$ cat src/rtl/nibble_dac_pkg.sv
package nibble_dac_pkg;
  localparam int NIB_W   = 4;
  localparam int N_NIB   = 3;
  localparam int CODE_W  = NIB_W * N_NIB;
  localparam int ADDR_W  = 2;
  localparam int BUS_W   = 2 + ADDR_W + NIB_W;

  typedef enum logic [ADDR_W-1:0] {
    SEL_LO   = 2'd0,
    SEL_MID  = 2'd1,
    SEL_HI   = 2'd2,
    SEL_XFER = 2'd3
  } sel_t;

  // Nibble i occupies bits [i*NIB_W +: NIB_W]; index 0 is the low nibble.
  function automatic logic [CODE_W-1:0] place_nibble(input logic [NIB_W-1:0] nib, input int idx);
    logic [CODE_W-1:0] w;
    w = '0;
    w[idx*NIB_W +: NIB_W] = nib;
    return w;
  endfunction
endpackage

$ cat src/rtl/bus_sync.sv
module bus_sync #(
  parameter int W = 8,
  parameter int STAGES = 2,
  parameter logic [W-1:0] IDLE = '0
) (
  input  logic         clk,
  input  logic         rst_n,
  input  logic [W-1:0] d,
  output logic [W-1:0] q
);
  logic [W-1:0] stage [STAGES];

  for (genvar s = 0; s < STAGES; s++) begin : g_stage
    always_ff @(posedge clk) begin
      if (!rst_n)      stage[s] <= IDLE;
      else if (s == 0) stage[s] <= d;
      else             stage[s] <= stage[(s > 0) ? s-1 : 0];
    end
  end

  assign q = stage[STAGES-1];
endmodule

$ cat src/rtl/write_strobe.sv
module write_strobe
  import nibble_dac_pkg::*;
(
  input  logic             clk,
  input  logic             rst_n,
  input  logic             cs_s_n,
  input  logic             wr_s_n,
  input  logic [ADDR_W-1:0] addr_s,
  input  logic [NIB_W-1:0]  din_s,
  output logic             commit,
  output sel_t             sel,
  output logic [NIB_W-1:0] nib
);
  logic wr_prev_n;

  always_ff @(posedge clk) begin
    if (!rst_n) wr_prev_n <= 1'b1;
    else        wr_prev_n <= wr_s_n;
  end

  assign commit = wr_s_n && !wr_prev_n && !cs_s_n;
  assign sel    = sel_t'(addr_s);
  assign nib    = din_s;

  a_r6_single_commit: assert property (@(posedge clk) disable iff (!rst_n)
    commit |=> !commit);
endmodule

$ cat src/rtl/code_bank.sv
module code_bank
  import nibble_dac_pkg::*;
(
  input  logic              clk,
  input  logic              rst_n,
  input  logic              clr_n,
  input  logic              commit,
  input  sel_t              sel,
  input  logic [NIB_W-1:0]  nib,
  output logic [CODE_W-1:0] code,
  output logic              update
);
  logic [NIB_W-1:0]  hold [N_NIB];
  logic [CODE_W-1:0] word;
  logic [CODE_W-1:0] code_d1;
  logic              xfer;

  assign xfer = commit && (sel == SEL_XFER);

  for (genvar g = 0; g < N_NIB; g++) begin : g_hold
    always_ff @(posedge clk) begin
      if (!rst_n)                                  hold[g] <= '0;
      else if (commit && (sel == sel_t'(2'(g))))   hold[g] <= nib;
    end

    a_r5_hold_only_on_commit: assert property (@(posedge clk) disable iff (!rst_n)
      !(commit && (sel == sel_t'(2'(g)))) |=> $stable(hold[g]));
  end

  always_comb begin
    word = '0;
    for (int i = 0; i < N_NIB; i++) word = word | place_nibble(hold[i], i);
  end

  always_ff @(posedge clk or negedge clr_n) begin
    if (!clr_n)      code <= '0;
    else if (!rst_n) code <= '0;
    else if (xfer)   code <= word;
  end

  always_ff @(posedge clk) begin
    if (!rst_n) code_d1 <= '0;
    else        code_d1 <= code;
  end

  assign update = (code != code_d1);

  a_r1_reset_zero: assert property (@(posedge clk)
    !rst_n |=> (code == '0) && !update);
  a_r3_xfer_word: assert property (@(posedge clk) disable iff (!rst_n)
    (xfer && clr_n) |=> (code == $past(word)) || (code == '0));
  a_r4_code_held: assert property (@(posedge clk) disable iff (!rst_n)
    !xfer |=> (code == $past(code)) || (code == '0));
  a_r7_clear_zero: assert property (@(posedge clk) disable iff (!rst_n)
    !clr_n |-> (code == '0));
endmodule

$ cat src/rtl/nibble_dac_reg.sv
module nibble_dac_reg
  import nibble_dac_pkg::*;
(
  input  logic        clk,
  input  logic        rst_n,
  input  logic        clr_n,
  input  logic        cs_n,
  input  logic        wr_n,
  input  logic [1:0]  addr,
  input  logic [3:0]  din,
  output logic [11:0] code,
  output logic        update
);
  localparam logic [BUS_W-1:0] BUS_IDLE = {1'b1, 1'b1, {(ADDR_W+NIB_W){1'b0}}};

  logic [BUS_W-1:0]  bus_s;
  logic              commit;
  sel_t              sel;
  logic [NIB_W-1:0]  nib;

  bus_sync #(.W(BUS_W), .STAGES(2), .IDLE(BUS_IDLE)) u_sync (
    .clk   (clk),
    .rst_n (rst_n),
    .d     ({cs_n, wr_n, addr, din}),
    .q     (bus_s)
  );

  write_strobe u_strobe (
    .clk    (clk),
    .rst_n  (rst_n),
    .cs_s_n (bus_s[BUS_W-1]),
    .wr_s_n (bus_s[BUS_W-2]),
    .addr_s (bus_s[NIB_W +: ADDR_W]),
    .din_s  (bus_s[NIB_W-1:0]),
    .commit (commit),
    .sel    (sel),
    .nib    (nib)
  );

  code_bank u_bank (
    .clk    (clk),
    .rst_n  (rst_n),
    .clr_n  (clr_n),
    .commit (commit),
    .sel    (sel),
    .nib    (nib),
    .code   (code),
    .update (update)
  );
endmodule

$ cat config.mk
export PLATFORM = sky130hd
export DESIGN_NAME = nibble_dac_reg
export DESIGN_NICKNAME = d
export VERILOG_FILES = /design/src/rtl/nibble_dac_pkg.sv /design/src/rtl/bus_sync.sv /design/src/rtl/write_strobe.sv /design/src/rtl/code_bank.sv /design/src/rtl/nibble_dac_reg.sv
export SDC_FILE = /design/constraint.sdc
export NUM_CORES = 1
export LEC_CHECK = 0
export BUFFER_PORTS_ARGS = -buffer_cell sky130_fd_sc_hd__buf_2
export CORE_AREA = 2 2 76 78
export DETAILED_ROUTE_END_ITERATION = 10
export DIE_AREA = 0 0 78 80
export PLACE_DENSITY = 0.6
export REMOVE_ABC_BUFFERS = 1
export SLEW_MARGIN = 20
export SYNTH_ARGS = -nofsm -noshare
export SYNTH_HDL_FRONTEND = slang
export SYNTH_HIERARCHICAL = 1
export SYNTH_SLANG_ARGS = --single-unit
export TNS_END_PERCENT = 50
$ cat constraint.sdc
create_clock -name clk -period 1.8 [get_ports clk]
set_clock_uncertainty 0.15 [all_clocks]
set_input_delay 0.36 -clock clk [delete_from_list [all_inputs] [get_ports clk]]
set_output_delay 0.36 -clock clk [all_outputs]
set_load 0.05 [all_outputs]
After elaboration in Yosys (flattened, before gate mapping)
Memories as Yosys holds them, arrays and structs flattened.
Index checks and enable logic that the tools add are counted.
{ "op_classes": {"mux": 18, "eq_ne": 5, "n_bitwise": 7, "reduce_logical": 9} }
{ "ops": {"columns": ["op", "count"], "rows": [
  ["$mux W12", 2],
  ["$mux W8", 2],
  ["$mux W4", 3],
  ["$ne A12 B12 Y1", 1],
  ["$or A12 B12 Y12", 1],
  ["$mux W1", 11],
  ["$or A4 B8 Y8", 1],
  ["$logic_and A1 B1 Y1", 6],
  ["$or A1 B1 Y1", 5],
  ["$eq A2 B2 Y1 const B", 2],
  ["$eq A2 B1 Y1 const B", 1],
  ["$logic_not A1 Y1", 2],
  ["$logic_not A2 Y1", 1],
  ["$ne A2 B1 Y1 const B", 1]
]} }
{ "totals": {"ram_bits": 28, "in_bits": 11, "mem_count": 2, "register_bits": 25} }
{ "mem_list": {"columns": ["name", "depth", "word_bits", "rd", "rd_clocked_by_memory_dff", "wr", "line", "text"], "rows": [
  ["u_sync.stage", 2, 8, 2, 0, 2, "bus_sync.sv:11", "logic [W-1:0] stage [STAGES];"],
  ["u_bank.hold", 3, 4, 3, 0, 3, "code_bank.sv:13", "logic [NIB_W-1:0] hold [N_NIB];"]
]} }

Longest topological paths before layout
Gate-level depths: netlist of the first run.
{ "depth": {"depth_word": 8, "ltp_mapped": 5, "mapped_depth_nobuf": 4} }

Modules after synthesis
Netlist of the first run, hierarchy kept.
{ "modules_own_cells": {"columns": ["module", "seq_area_each_um2", "cells_each", "n_inst", "area_each_um2"], "rows": [
  ["code_bank", 900.9, 130, 1, 1473.9],
  ["bus_sync", 320.3, 33, 1, 442.9],
  ["write_strobe", 20.0, 9, 1, 83.8]
]} }

Least setup slack after synthesis of the first run
OpenSTA, ideal clock, no wires.
{ "synth_timing": {"path_kind": "register -> output", "from": "reg u_bank.code[6]", "to": "out update", "setup_slack_ns": -0.203, "required_ns": 1.290, "arrival_ns": 1.493, "stages_incl_launch_ff": 4, "path_cell_list": "dfrtp_1 -> xor2_1 -> nor4_1 -> nand3_1"} }
{ "synth_between": {"elab_chain_cells": 1} }
{ "synth_lines": {"columns": ["item", "line", "text"], "rows": [
  ["start, declared", "code_bank.sv:10", "output logic [CODE_W-1:0] code,"],
  ["start signal, assigned", "code_bank.sv:38", "else if (xfer) code <= word;"],
  ["$ne A12 B12 Y1", "code_bank.sv:46", "assign update = (code != code_d1);"],
  ["end, declared", "nibble_dac_reg.sv:12", "output logic update"]
]} }
Every way passes these cells.

Worst setup path in the final report of the first run
{ "layout_timing": {"from": "reg u_bank.code[2]", "to": "out update"} }
Same word-level chain as after synthesis.

==> run summary, run 1 <==
DR WL/cell: 10.5 um
Placer Congestion: 0.754
VDD IR-drop max: 0.000428 V
Max-slew headroom: 80.1%
Most common cell after layout, fill and taps aside: dfxtp_1
Clock transition at path regs: 0.09 ns
Clk_lat worst skew: 0.29 ns
Critical Path RT: 1.29 ns
P_leak: 1.06 nW
Fin. max-slew vios: 0
Critical Path AT: 1.49 ns
CTS tree: built
Worst-Margin Slew: 0.296 ns
Die ar.: 6240 sq um
I/O Buffers: 23
Worst Setup End Kind: output port
Area post-placement: 2170 sq um
Largest cells by area after synthesis: dfxtp_1 29%, edfxtp_1 18%, dfrtp_1 15%
Longest Clk Path Bufs: 2
Register bit total from synthesis: 53
DP Wirelength: 2.04 mm
Via count of the routed design: 1138
# setup viols final: 1
Remaining DRCs: 0
Mapped Area: 2000 sq um
Yosys top cell by area: dfxtp_1
Hold path depth: 2
Pwr dens: 835 nW/um^2
Fillers: 514
DIE HEIGHT: 80 um
Largest net degree at the start of global routing: 23
Reg2reg path depth: 4
HP Class: in2reg
Max-cap violations: 0
Failing checks: negative setup slack
Top cell type's share of synthesized area: 29.0%
Tmin final: 2.00 ns
Placeable Area: 5410 sq um
Gate Count Post-Synth: 172
Final Power: 1.93 mW
Initial Util: 37.0%
Overall global routing resource usage: 10.1%
Die W: 78 um
Critical path peak fanout: 2
Outcome: finished, violations left
Final WS setup: -0.201 ns
IO Pins: 24
Synth warn: 6
Crit Path Category: reg2out
Row cnt: 27
Synthesis-to-finish area growth: 15.3%
Grt ovf: 0
Root Driver: clkbuf_8
# nets final: 211
First-pass GRT wire length: 4.88 mm
Mean Syn Cell Area: 11.6 sq um
RSZ-0062 raised after global routing: true
Drt initial violations: 28
Ant diodes: 0
Cts bufs inserted: 5
Register area share after synthesis: 62.0%
Via/cell ratio: 4.17
Initial antenna violation count: 0
Startpoint Class: flip-flop
Netlist cell types: 25
Clock sinks: 53
Vias in the first global route: 1049
Post-route cell area: 2310 sq um
Fin crit share: 111%
Final ANT Viol Nets: 0
Final hold vios: 0
Commonest non-fill, non-tap cells in the layout: 29 x dfxtp_1, 27 x nand2_1, 26 x and2_1, 22 x buf_2
First-pass DRT Iterations: 2
Fmax: 500 MHz
Final WL: 2.87 mm
Layout cells sized above 1: 28.4%
Setup TNS: -0.201 ns
CTS H-tree depth: 2
==> per-stage QoR <==
| stage | hold WS, ns | cells | setup WS, ns | util (%) |
|---|---|---|---|---|
| 6_report | 0.0866 | 273 | -0.201 | 42.7 |
| 4_1_cts | 0.0713 | 272 | -0.211 | 42.3 |
| 3_3_place_gp | 0.105 | 261 | 0.102 | 40.2 |
| 2_1_floorplan | -0.0856 | 160 | -0.203 | - |
| 5_1_grt | 0.0760 | 273 | -0.289 | 42.7 |
| 3_5_place_dp | 0.111 | 261 | 0.0971 | 40.2 |
==> timing repair <==
item | 4_1_cts | 5_1_grt
hold buffers | 1 | 0
pin swaps | 2 | 2
setup buffers | 2 | 1
endpoints found under the hold margin | 12 | 0
resized for setup | 2 | 2
endpoints found under the setup margin | 1 | 1
==> sequential cells by signal, summed over array words and instances (netlist names) <==
name                flops
u_bank/code            12
u_bank/code_d1         12
u_bank/hold            12
u_strobe/wr_prev_n      1
u_sync/stage           16
==> worst paths after layout <==
| path | from | end | slack [ns] |
|---|---|---|---|
| max reg2reg | u_strobe/wr_prev_n$_SDFF_PN1_ | u_bank/hold[2][0]$_SDFFCE_PN0P_ | 0.29 |
| max in group asynchronous | clr_n | u_bank/code[8]$_DFFE_PN0P_ | 0.96 |
| max | u_bank/code[2]$_DFFE_PN0P_ | update | -0.20 |
| min | wr_n | u_sync/stage[0][6]$_SDFF_PN1_ | 0.09 |
| min in group asynchronous | clr_n | u_bank/code[9]$_DFFE_PN0P_ | 0.32 |
| min reg2reg | u_sync/stage[0][7]$_SDFF_PN1_ | u_sync/stage[1][7]$_SDFF_PN1_ | 0.26 |
==> cell usage after synthesis <==
cell / instances
nor4_1: 3
nor3b_2: 1
a21boi_1: 5
o21ai_0: 2
dfxtp_1: 29
clkbuf_1: 3
buf_6: 1
and2_2: 10
dfrtp_1: 12
and2_1: 26
buf_4: 6
and3_1: 1
and3_2: 1
nand3_1: 2
xor2_1: 12
a21boi_2: 5
buf_2: 1
nand2b_1: 2
clkbuf_2: 1
nand2_1: 27
nor2_1: 2
edfxtp_1: 12
nor2b_1: 1
or2b_1: 5
a21boi_0: 2
==> metal layers <==
metal	vias to the layer above	wire [um]	global-route usage, %
met5	-	0	0
met4	0	34	3.68
met3	4	166	3.85
met2	29	1260	15.7
met1	501	1410	12.9
li1	604	-	-
==> power by group <==
group          leakage (nW)  total, mW  switching (mW)  internal (mW)
Combinational         0.487     0.0615          0.0290         0.0325
Sequential            0.527       1.25         0.00875           1.24
Clock                0.0430      0.611           0.349          0.262
Total                  1.06       1.93           0.387           1.54
==> cell families (layout without fill, tap and decap cells) <==
group | after synthesis | in the layout | share of synthesized area (%)
XOR/XNOR | 12 | 12 | 5.25
flip-flops | 53 | 53 | 62.0
AO/OA/AOI/OAI | 14 | 14 | 5.94
AND/OR/NAND/NOR | 81 | 81 | 22.9
buffers and inverters | 12 | 41 | 3.88
==> final cells by class <==
cell class	instances	area (sq um)	area share, %
sequential	53	1240	53.8
multi-input combinational	107	694	30.1
timing repair buffer	33	199	8.63
tap	72	90.1	3.91
clock buffer	5	68.8	2.98
clock inverter	3	12.5	0.543
==> worst max-delay path: stages, from the launching register on <==
cell and delay [ns]:
dfrtp_1 0.40, xor2_1 0.15, nor4_1 0.33, nand3_1 0.13
buf_6 0.18
Power figures use the tool's default switching activity.
==> inputs of run 2 (changes only) <==
--- a/config.mk
+++ b/config.mk
@@ -5,11 +5,13 @@
 export SDC_FILE = /design/constraint.sdc
 export NUM_CORES = 1
 export LEC_CHECK = 0
-export BUFFER_PORTS_ARGS = -buffer_cell sky130_fd_sc_hd__buf_2
+export CELL_PAD_IN_SITES_DETAIL_PLACEMENT = 1
+export CELL_PAD_IN_SITES_GLOBAL_PLACEMENT = 2
 export CORE_AREA = 2 2 76 78
 export DETAILED_ROUTE_END_ITERATION = 10
 export DIE_AREA = 0 0 78 80
-export PLACE_DENSITY = 0.6
+export DONT_BUFFER_PORTS = 1
+export PLACE_DENSITY = 0.76
 export REMOVE_ABC_BUFFERS = 1
 export SLEW_MARGIN = 20
 export SYNTH_ARGS = -nofsm -noshare
==> run 2 against run 1 <==
  * Clock-buffer cell count is 3 higher
  * Sequential power hardly changed
  * The run still ends with negative setup slack left
  * Worst hold slack worse by 0.056 ns
  * Largest power group unchanged
  * Final area is 0.43% higher
  * Global-route usage is 2.5 points higher
  * Die area stayed put
  * First-iteration DRC count is 25% lower
==> run summary, run 2 (synthesized netlist as in run 1, its figures left out) <==
CP max stage delay: 0.39 ns
Critical Path RT: 1.29 ns
Crit Path Category: reg2out
Worst r2r dst: u_bank/hold[2][3]$_SDFFCE_PN0P_
Max-slew headroom: 62.3%
Synthesis-to-finish area growth: 15.8%
Outcome: finished, violations left
First-pass GRT wire length: 6.02 mm
Fin. max-slew vios: 0
IO Pins: 24
Total length of routed met3 wires: 172 um
Hold_sp: rst_n
Final hold slack: 0.0302 ns
Reg2reg path depth: 4
Flop2flop setup slack: 0.27 ns
First-pass DRT Iterations: 4
Startpoint Class: flip-flop
Root Driver: clkbuf_8
Drt initial violations: 21
Final Power: 2.06 mW
Overall global routing resource usage: 12.6%
Placer Congestion: 0.796
Metal1 wirelength: 1.42 mm
Most flops, register: u_sync/stage
Logic gate share of total power: 2.1%
Most common cell after layout, fill and taps aside: dfxtp_1
Share of power burned in registers: 60.8%
Max reg flops: 16
Critical Path AT: 1.48 ns
I/O Buffers: 0
# nets final: 200
Remaining DRCs: 0
Layout cells sized above 1: 23.2%
Max-cap violations: 0
Worst-Margin Slew: 0.564 ns
Slowest-stage cell, CP: dfrtp_1
Longest Clk Path Bufs: 2
Worst hold endpoint: u_sync/stage[0][1]$_SDFF_PN0_
Via count of the routed design: 1152
Internal power: 1.67 mW
Largest net degree at the start of global routing: 47
Fmax: 502 MHz
Final WL: 3.39 mm
Placeable Area: 5410 sq um
Die W: 78 um
Clk_lat worst skew: 0.30 ns
Critical path peak fanout: 2
HP Class: in2reg
CTS tree: built
DIE HEIGHT: 80 um
Reg2Reg Launch Point: u_strobe/wr_prev_n$_SDFF_PN1_
Switch share: 19.0%
WL met2: 1.73 mm
DR WL/cell: 12.9 um
Clock sinks: 53
Total net switching power: 392 uW
Clk pwr share: 37.0%
Hold path depth: 1
Initial Util: 37.0%
Pwr dens: 890 nW/um^2
CTS H-tree depth: 2
Ant diodes: 0
Commonest non-fill, non-tap cells in the layout: 29 x dfxtp_1, 27 x nand2_1, 26 x and2_1, 17 x buf_4
Clock transition at path regs: 0.09 ns
Initial antenna violation count: 0
Tmin final: 1.99 ns
Footprint of the multi-input gates: 694 sq um
P_leak: 1.02 nW
Setup TNS: -0.192 ns
Die ar.: 6240 sq um
# setup viols final: 1
Final WS setup: -0.192 ns
Register area: 1240 sq um
RSZ-0062 raised after global routing: true
Crit path cell chain: xor2_1 > nor4_2 > nand3_1 > buf_6
Final ANT Viol Nets: 0
Grt ovf: 0
Vias in the first global route: 1261
Fin crit share: 111%
DP Wirelength: 2.36 mm
Row cnt: 27
DP Worst Slack: 0.0243 ns
Worst Setup End Kind: output port
Final hold vios: 0
Fillers: 590
Failing checks: negative setup slack
Via/cell ratio: 4.40
Top Metal Used: met4
VDD IR-drop max: 0.000333 V
Cts bufs inserted: 5
-- run 2: cell types whose count changed in the layout (fill, tap and decap cells not counted) --
cell / change
buf_4: +8
clkbuf_8: +1
clkinv_1: -2
dlygate4sd3_1: +3
clkbuf_1: +1
clkbuf_16: +1
buf_2: -22
clkinv_2: -1
-- run 2: worst max-delay path: cells and delay by family, from the launching register on --
family,cells,cell delay (ns)
xor+xnor,1,0.16
flops,1,0.39
simple gates,2,0.45
buf+inv,1,0.18
-- run 2: worst max path at each step --
stage | endpoint | cells after the start | start | slack, ns
final | update | 4 | u_bank/code[10]$_DFFE_PN0P_ | -0.19
after global routing | update | 4 | u_bank/code[4]$_DFFE_PN0P_ | -0.29
after CTS | update | 4 | u_bank/code[9]$_DFFE_PN0P_ | -0.23
after detailed placement | update | 4 | u_bank/code[10]$_DFFE_PN0P_ | 0.02
after global placement | update | 4 | u_bank/code[6]$_DFFE_PN0P_ | 0.11
after floorplan | update | 3 | u_bank/code[6]$_DFFE_PN0P_ | -0.20
-- run 2: power by group through the flow --
stage	sequential, mW	clock (mW)	combinational (mW)
2_1_floorplan	1.28	0	0.0251
3_3_place_gp	1.28	0	0.0306
3_5_place_dp	1.28	0	0.0321
4_1_cts	1.25	0.790	0.0452
5_1_grt	1.26	0.859	0.0500
6_report	1.25	0.764	0.0441
-- run 2: area by class of cell --
type,count,share of cell area (%)
repair buffers,22,7.73
multi-input cells,107,30.0
well taps,72,3.89
clock buffers,8,4.81
flip-flops and latches,53,53.6
-- run 2: routing by layer --
| metal | vias to the layer above | GRT usage (%) |
|---|---|---|
| li1 | 579 | - |
| met1 | 545 | 13.3 |
| met2 | 23 | 22.9 |
| met3 | 5 | 4.30 |
| met4 | 0 | 5.26 |
| met5 | - | 0 |
-- run 2: through the flow --
stage	cell area (sq um)	cells	utilization, %
global route	2320	262	42.8
CTS	2300	260	42.6
global placement	2130	248	39.5
finish	2320	262	42.8
detailed placement	2130	248	39.5
floorplan	1920	160	-
-- run 2: repair_timing --
action,4_1_cts,5_1_grt
gates resized for setup,3,0
setup endpoints to repair,1,1
hold buffers,4,0
hold endpoints to repair,15,0
pin swaps,3,3
setup buffers,0,2
